--- src/rtl/canfPkg.sv ---
package canfPkg;
  localparam int DataW    = 32;
  localparam int HalfW    = DataW / 2;
  localparam int BankSelW = 4;

  // strobes from the write decoder to the filter datapath
  typedef struct packed {
    logic                wrInit;
    logic                wrMode;
    logic                wrScale;
    logic                wrQueue;
    logic                wrActive;
    logic                wrRegA;
    logic                wrRegB;
    logic [BankSelW-1:0] bank;
    logic [DataW-1:0]    data;
  } cfgStrobe_t;
endpackage

--- src/rtl/canfBank.sv ---
module canfBank
  import canfPkg::*;
(
  input  logic [DataW-1:0] regA,
  input  logic [DataW-1:0] regB,
  input  logic             listMode,
  input  logic             wide,
  input  logic [DataW-1:0] key,
  output logic             hit
);
  logic [HalfW-1:0] key16;
  logic [HalfW-1:0] aLo, aHi, bLo, bHi;
  logic             hitList32, hitMask32, hitList16, hitMask16;

  assign key16 = key[HalfW-1:0];
  assign aLo   = regA[HalfW-1:0];
  assign aHi   = regA[DataW-1:HalfW];
  assign bLo   = regB[HalfW-1:0];
  assign bHi   = regB[DataW-1:HalfW];

  assign hitList32 = (key == regA) || (key == regB);
  assign hitMask32 = ((key ^ regA) & regB) == '0;
  assign hitList16 = (key16 == aLo) || (key16 == aHi) ||
                     (key16 == bLo) || (key16 == bHi);
  assign hitMask16 = (((key16 ^ aLo) & bLo) == '0) ||
                     (((key16 ^ aHi) & bHi) == '0);

  always_comb begin
    unique case ({listMode, wide})
      2'b11:   hit = hitList32;
      2'b01:   hit = hitMask32;
      2'b10:   hit = hitList16;
      default: hit = hitMask16;
    endcase
  end
endmodule

--- src/rtl/canfCtrl.sv ---
module canfCtrl
  import canfPkg::*;
#(
  parameter int NumBanks = 14,
  parameter int AddrW    = 6
) (
  input  logic                cfgWe,
  input  logic [AddrW-1:0]    cfgAddr,
  input  logic [DataW-1:0]    cfgWdata,
  input  logic                initBit,
  input  logic [NumBanks-1:0] activeVec,
  output cfgStrobe_t          stb
);
  localparam int OffW = AddrW - 1;

  logic                isBank;
  logic [OffW-1:0]     offs;
  logic [BankSelW-1:0] bankIdx;
  logic                inRange, bankBusy, ctlWe, bankWe;

  assign isBank   = cfgAddr[AddrW-1];
  assign offs     = cfgAddr[OffW-1:0];
  assign bankIdx  = BankSelW'(offs >> 1);
  assign inRange  = int'(bankIdx) < NumBanks;
  assign bankBusy = |(activeVec & (NumBanks'(1) << bankIdx));
  assign ctlWe    = cfgWe && !isBank && initBit;
  assign bankWe   = cfgWe && isBank && initBit && inRange && !bankBusy;

  always_comb begin
    stb          = '0;
    stb.wrInit   = cfgWe && !isBank && (offs == OffW'(0));
    stb.wrMode   = ctlWe && (offs == OffW'(1));
    stb.wrScale  = ctlWe && (offs == OffW'(2));
    stb.wrQueue  = ctlWe && (offs == OffW'(3));
    stb.wrActive = ctlWe && (offs == OffW'(4));
    stb.wrRegA   = bankWe && !offs[0];
    stb.wrRegB   = bankWe && offs[0];
    stb.bank     = bankIdx;
    stb.data     = cfgWdata;
  end
endmodule

--- src/rtl/canfData.sv ---
module canfData
  import canfPkg::*;
#(
  parameter int NumBanks = 14
) (
  input  logic                clk,
  input  logic                rstN,
  input  cfgStrobe_t          stb,
  input  logic                frmValid,
  input  logic [DataW-1:0]    frmId,
  output logic                initBit,
  output logic [NumBanks-1:0] activeVec,
  output logic                hitValid,
  output logic                hitAccept,
  output logic                hitQueue
);
  logic [DataW-1:0]    regA [NumBanks];
  logic [DataW-1:0]    regB [NumBanks];
  logic [NumBanks-1:0] modeVec, scaleVec, queueVec;
  logic [NumBanks-1:0] rawHit, liveHit;
  logic                winQueue;

  always_ff @(posedge clk or negedge rstN) begin
    if (!rstN) begin
      initBit   <= 1'b1;
      modeVec   <= '0;
      scaleVec  <= '0;
      queueVec  <= '0;
      activeVec <= '0;
    end else begin
      if (stb.wrInit)   initBit   <= stb.data[0];
      if (stb.wrMode)   modeVec   <= stb.data[NumBanks-1:0];
      if (stb.wrScale)  scaleVec  <= stb.data[NumBanks-1:0];
      if (stb.wrQueue)  queueVec  <= stb.data[NumBanks-1:0];
      if (stb.wrActive) activeVec <= stb.data[NumBanks-1:0];
    end
  end

  always_ff @(posedge clk or negedge rstN) begin
    if (!rstN) begin
      for (int b = 0; b < NumBanks; b++) begin
        regA[b] <= '0;
        regB[b] <= '0;
      end
    end else begin
      for (int b = 0; b < NumBanks; b++) begin
        if (stb.wrRegA && (int'(stb.bank) == b)) regA[b] <= stb.data;
        if (stb.wrRegB && (int'(stb.bank) == b)) regB[b] <= stb.data;
      end
    end
  end

  for (genvar g = 0; g < NumBanks; g++) begin : gBank
    canfBank u_bank (
      .regA     (regA[g]),
      .regB     (regB[g]),
      .listMode (modeVec[g]),
      .wide     (scaleVec[g]),
      .key      (frmId),
      .hit      (rawHit[g])
    );
  end

  assign liveHit = rawHit & activeVec;

  // walk from the top down so the lowest matching bank is the last assignment
  always_comb begin
    winQueue = 1'b0;
    for (int b = NumBanks - 1; b >= 0; b--) begin
      if (liveHit[b]) winQueue = queueVec[b];
    end
  end

  always_ff @(posedge clk or negedge rstN) begin
    if (!rstN) begin
      hitValid  <= 1'b0;
      hitAccept <= 1'b0;
      hitQueue  <= 1'b0;
    end else begin
      hitValid  <= frmValid;
      hitAccept <= frmValid && !initBit && (|liveHit);
      hitQueue  <= frmValid && !initBit && (|liveHit) && winQueue;
    end
  end
endmodule

--- src/rtl/canAcceptFilter.sv ---
module canAcceptFilter
  import canfPkg::*;
#(
  parameter int NumBanks = 14,
  parameter int AddrW    = 6
) (
  input  logic             clk,
  input  logic             rstN,
  input  logic             cfgWe,
  input  logic [AddrW-1:0] cfgAddr,
  input  logic [31:0]      cfgWdata,
  input  logic             frmValid,
  input  logic [31:0]      frmId,
  output logic             hitValid,
  output logic             hitAccept,
  output logic             hitQueue
);
  cfgStrobe_t          stb;
  logic                initBit;
  logic [NumBanks-1:0] activeVec;

  canfCtrl #(.NumBanks(NumBanks), .AddrW(AddrW)) u_ctrl (
    .cfgWe     (cfgWe),
    .cfgAddr   (cfgAddr),
    .cfgWdata  (cfgWdata),
    .initBit   (initBit),
    .activeVec (activeVec),
    .stb       (stb)
  );

  canfData #(.NumBanks(NumBanks)) u_data (
    .clk       (clk),
    .rstN      (rstN),
    .stb       (stb),
    .frmValid  (frmValid),
    .frmId     (frmId),
    .initBit   (initBit),
    .activeVec (activeVec),
    .hitValid  (hitValid),
    .hitAccept (hitAccept),
    .hitQueue  (hitQueue)
  );
endmodule

--- config.mk ---
export PLATFORM = sky130hd
export DESIGN_NAME = canAcceptFilter
export DESIGN_NICKNAME = d
export VERILOG_FILES = /design/src/rtl/canfPkg.sv /design/src/rtl/canfBank.sv /design/src/rtl/canfCtrl.sv /design/src/rtl/canfData.sv /design/src/rtl/canAcceptFilter.sv
export SDC_FILE = /design/constraint.sdc
export NUM_CORES = 2
export LEC_CHECK = 0
export BUFFER_PORTS_ARGS = -buffer_cell sky130_fd_sc_hd__buf_2
export CORE_MARGIN = 2
export CORE_UTILIZATION = 40
export CTS_CLUSTER_DIAMETER = 80
export DETAILED_ROUTE_END_ITERATION = 16
export SLEW_MARGIN = 20
export SYNTH_ARGS = -nofsm -noshare
export SYNTH_HDL_FRONTEND = slang
export SYNTH_HIERARCHICAL = 1
export SYNTH_SLANG_ARGS = --single-unit
--- constraint.sdc ---
create_clock -name clk -period 2.7 [get_ports clk]
set_clock_uncertainty 0.1 [all_clocks]
set_input_delay 0.54 -clock clk [delete_from_list [all_inputs] [get_ports clk]]
set_output_delay 0.54 -clock clk [all_outputs]
set_load 0.01 [all_outputs]
## After elaboration in Yosys (flattened, before gate mapping)

Index checks and enable logic that the tools add are counted.

- Input bits: 74
- Register bits after elaboration: 956
- Output and inout port bits: 3
- Logic and storage cells: 459

- Bitwise operators: 86
- Equality and inequality tests: 143
- Shift-type cells: 1
- Reductions and logical operators: 164
- Mux-type cells: 28
- $lt $le $gt $ge: 1

Operators by type and width:

| kind | number |
|---|---|
| $eq A16 B16 Y1 | 56 |
| $eq A32 B32 Y1 | 28 |
| $and A16 B16 Y16 | 28 |
| $and A32 B32 Y32 | 14 |
| $logic_not A16 Y1 | 28 |
| $logic_not A32 Y1 | 14 |
| $xor A16 B16 Y16 | 28 |
| $xor A32 B32 Y32 | 14 |
| $logic_or A1 B1 Y1 | 70 |
| $eq A2 B2 Y1 const B | 28 |
| $logic_and A1 B1 Y1 | 44 |
| $pmux W1 S3 | 14 |
| $eq A4 B4 Y1 const B | 8 |
| $and A14 B14 Y14 | 2 |
| $eq A2 B1 Y1 const B | 14 |
| $reduce_or A14 Y1 | 2 |
| $eq A4 B3 Y1 const B | 4 |
| $mux W1 | 14 |
| $shl A1 B4 Y14 const A | 1 |
| $eq A5 B2 Y1 const B | 2 |
| $eq A5 B1 Y1 const B | 1 |
| $eq A5 B3 Y1 const B | 1 |
| $logic_not A5 Y1 | 1 |
| $eq A4 B2 Y1 const B | 1 |
| other kinds (3) | 6 |

## Depth between registers and ports, before layout

- Depth in word-level cells: 21
- Depth in mapped cells: 11
- Mapped depth without buffers: 11

## Modules after synthesis

Netlist, hierarchy kept.

By module, submodules not included:

| module | cells each | instances | area each (um2) | seq. area each (um2) |
|---|---|---|---|---|
| canfData | 2,183 | 1 | 36,252.3 | 23,924.2 |
| canfBank | 167 | 14 | 1,330.0 | 0.0 |
| canfCtrl | 70 | 1 | 504.2 | 0.0 |

## Least setup slack after synthesis

Ideal clock, no wire load.

- Path type: input to register
- From: in cfgAddr[2]
- To: reg u_data/regA[321] in the netlist's numbering
- Setup time: 125 ps
- Setup slack: -269 ps
- Data required time: 2,475 ps
- Arrival: 2,745 ps
- Stages: 10
- Buffers on the path: 3
- Cell sequence: buf_2 > or2b_1 > o22ai_1 > o22a_1 > nor3_1 > nor3b_2 > and3_1 > clkbuf_2 > buf_4 > mux2_2

RTL lines:

| item | RTL line | text |
|---|---|---|
| start: declaration | canAcceptFilter.sv:10 | `input logic [AddrW-1:0] cfgAddr,` |
| end: declaration | canfData.sv:17 | `logic [DataW-1:0] regA [NumBanks];` |

## Worst setup path in the final report

- From: reg u_data/regB[196] in the netlist's numbering
- To: reg u_data.hitQueue

- Cells in the longest elaborated chain, start to end: 14
- Elaborated cells between the ends (all ways): 23
- Classes of those cells: eq/ne (2); mux (9); bitwise (3); reduce/logical (9)

RTL lines:

| item | RTL line | text |
|---|---|---|
| start: declaration | canfData.sv:18 | `logic [DataW-1:0] regB [NumBanks];` |
| $and A16 B16 Y16 or $eq A16 B16 Y1 (tied branches) | canfBank.sv:25, canfBank.sv:24 |  |
| $logic_not A16 Y1 or $logic_or A1 B1 Y1 (tied branches) | canfBank.sv:25, canfBank.sv:23 |  |
| $logic_or A1 B1 Y1 (on tied branches) | canfBank.sv:25, canfBank.sv:24 |  |
| $pmux W1 S3 * | canfBank.sv:29 | `unique case ({listMode, wide})` |
| named net u_data.rawHit[7] | canfData.sv:20 | `logic [NumBanks-1:0] rawHit, liveHit;` |
| $and A14 B14 Y14 * | canfData.sv:64 | `assign liveHit = rawHit & activeVec;` |
| $mux W1 (8 in a row) | canfData.sv:70 | `if (liveHit[b]) winQueue = queueVec[b];` |
| $logic_and A1 B1 Y1 * | canfData.sv:82 | `hitQueue <= frmValid && !initBit && (\|liveHit) && winQueue;` |
| end signal: assignment | canfData.sv:82 |  |
| end: declaration | canfData.sv:15 | `output logic hitQueue` |

The timed path passes the listed nets; every way through them passes the cells marked *.
A chain may end at the register's enable or synchronous reset.

==> out/results.ini <==
[status]
status=complete, but fails checks
violations=negative setup slack

[die]
ios=77
core_area_um2=137000
die-width_um=376
dieArea_um2=141000
die_y_um=376
num_rows=136
initial_utilization_pct=40.3

[logic_synthesis]
ys_top_cells_by_area=dfrtp_1 43%, xor2_1 21%, mux2_2 18%
ys_types=54
synth_top_area_share_pct=43.2
synth_cells=4591
synth_nets=4665
syn_area_um2=55400
synth-seq-cells=956
seq_area_frac_synth_pct=43.2
synth_edf_count=0
ys.flop_type=dfrtp_1
yosys_warnings=6
yosys.area.top_type=dfrtp_1
syn_avg_cell_area_um2=12.1
synthArstFlopShare_pct=100

[worst_hold_path]
hp-class=input pin to flip-flop

[global_route]
grt_pass1_vias=44500
grt-ovfl-total=0
grt_max_degree=86
antenna_found_initial=13
grt_pass1_wl_um=326000
track_usage_pct=31.6

[clocking]
cts.htree.levels=3
cts.sinks=956
path_clk_slew_ns=0.06
clock-root-buffer=clkbuf_16
cts_tree=done
clock_path_buffers=3
numCtsBuffers=110
clk_latency_ns=0.77

[placement]
hpwl_um=164000
io_buffers=76
routabilityCongestion=0.985
dp_slack_ns=-1.05

[power_and_ir_drop]
p_per_area_nw_per_um2=623
p_total_mw=45.0
ir_drop_mv=0.518
leakagePower_nw=36.0

[final_layout]
drive_gt1_share_pct=41.0
final_util_pct=52.5
nNetsFinal=5668
synthToLayoutAreaGrowth_pct=30.2

[routing]
num_vias=43800
drc_errors=0
vias_per_cell=5.86
drtPass1Iterations=6
drt-wirelength-per-cell_um=31.0
drt_iter0_markers=4171
ant_nets=0
wirelength_um=232000

[sta]
setup_viol=244
final.period_utilization_pct=115
clock.fmax_mhz=323
rsz0062_at_grt=true
fin_ws_ns=-0.394
drv_slew=0
holdWs_ns=0.142
maxSlewHeadroom_pct=16.7
worst_slew_pin_slew_ns=1.25
hold_viol=0
finalCriticalPeriod_ns=3.09

[worst_setup_path]
worstPathArrival_ns=3.64
crit_fanout=2
endpoint_kind=flip-flop
setup.worst_path.class=flip-flop to flip-flop
start_kind=flip-flop
required_ns=3.25

[run]
maxCapViolations=0

## what timing repair did
action	CTS	global route
gates cloned	0	25
buffers inserted	1	16
gates resized for setup	5	185
hold buffers	2	0
endpoints found under the hold margin	38	0
setup endpoints to repair	9	316
pin swaps	3	14
## worst paths after layout
kind / start / endpoint / slack (ns) / cells after the start
setup / recovery: u_data/regB[196]$_DFFE_PN0P_ / u_data/hitQueue$_DFF_PN0_ / -0.39 / 13
hold / removal: cfgAddr[0] / u_data/initBit$_DFFE_PN1P_ / 0.14 / 4
hold reg to reg: u_data/queueVec[0]$_DFFE_PN0P_ / u_data/queueVec[0]$_DFFE_PN0P_ / 0.41 / 1
setup reg to reg: u_data/regB[196]$_DFFE_PN0P_ / u_data/hitQueue$_DFF_PN0_ / -0.39 / 13
max in group asynchronous: rstN / u_data/regB[349]$_DFFE_PN0P_ / 1.32 / 3
min in group asynchronous: rstN / u_data/regB[333]$_DFFE_PN0P_ / 0.22 / 2
## placed cells by master (no fill, tap or decap), drive strengths merged, types with 4 or more instances in the layout
master,Yosys,final
a221o,14,14
nor3,44,44
or3,4,4
nor4,311,311
bufinv,0,12
clkinv,0,26
nand3,62,62
dfrtp,955,955
a22oi,56,56
a21oi,15,15
a222oi,15,15
mux2i,8,8
a211oi,15,15
or4,14,14
nand2,83,83
xnor2,14,14
a21o,14,14
a221oi,126,126
clkbuf,84,165
inv,16,19
nor2,32,32
nand4,80,80
clkinvlp,0,10
o21ai,33,33
o211ai,16,16
nand2b,5,5
xor2,1330,1330
a22o,126,126
mux2,952,952
buf,144,1098
## synthesized netlist by cell type, types with 56 or more instances
master	n
a221oi_1	126
a22o_1	126
nand3_1	62
nor4_1	297
dfrtp_1	955
nand4_1	80
mux2_4	60
buf_2	75
nand2_1	83
clkbuf_1	82
a22oi_1	56
mux2_2	887
xor2_1	1330
## cells by family after synthesis
group,share of synthesized area (%)
flip-flops,43.2
buffers and inverters,2.22
XOR/XNOR,21.3
AND/OR/NAND/NOR,6.96
multiplexers,19.9
AO/OA/AOI/OAI,6.45
## routing by layer
| layer | up-vias | track usage (%) | wire (um) |
|---|---|---|---|
| met1 | 22900 | 44.3 | 103000 |
| met3 | 436 | 4.48 | 14700 |
| li1 | 18800 | - | - |
| met5 | - | 0 | 31 |
| met2 | 1731 | 50.2 | 105000 |
| met4 | 4 | 10.5 | 9420 |
## where the power goes
part,total (mW),internal (mW),switching (mW)
clock,16.0,9.34,6.66
sequential,17.6,15.8,1.77
combinational,11.3,5.51,5.82
total,45.0,30.7,14.3
## flip-flops by register name, indices dropped and copies added (netlist names)
register / cells
u_data/initBit: 1
u_data/queueVec: 14
u_data/hitAccept: 1
u_data/hitValid: 1
u_data/activeVec: 14
u_data/regB: 448
u_data/regA: 448
u_data/scaleVec: 14
u_data/modeVec: 14
u_data/hitQueue: 1
## metrics by stage
stage | TNS (ns) | cells | area, um^2
after floorplan | -1.11 | 4591 | 55400
after global placement | -358.58 | 7234 | 66700
after detailed placement | -362.77 | 7234 | 66700
after CTS | -0.537 | 7434 | 70700
after global routing | -46.97 | 7474 | 72100
final | -16.03 | 7476 | 72100
## final cells by class
class                   instances  area, um^2
repair buffers               1119       11000
clock inverters                51         727
clock buffers                 146        3140
well taps                    1794        2240
fillers                     12100       65400
flip-flops and latches        956       23900
diodes                          3        7.51
multi-input cells            3391       31000
inverters                      16        60.1
## critical path, stage by stage, from the launching register on
cell and delay [ns]:
dfrtp_1 0.39, xor2_1 0.21, nor4_2 0.08, nand4_1 0.39, buf_12 0.16, o211ai_1 0.09
a221o_1 0.36, a21o_1 0.18, a222oi_1 0.23, buf_4 0.18, nand4_1 0.08, o311a_1 0.32
o211ai_1 0.11, a21oi_1 0.07
Power figures use the tool's default switching activity.
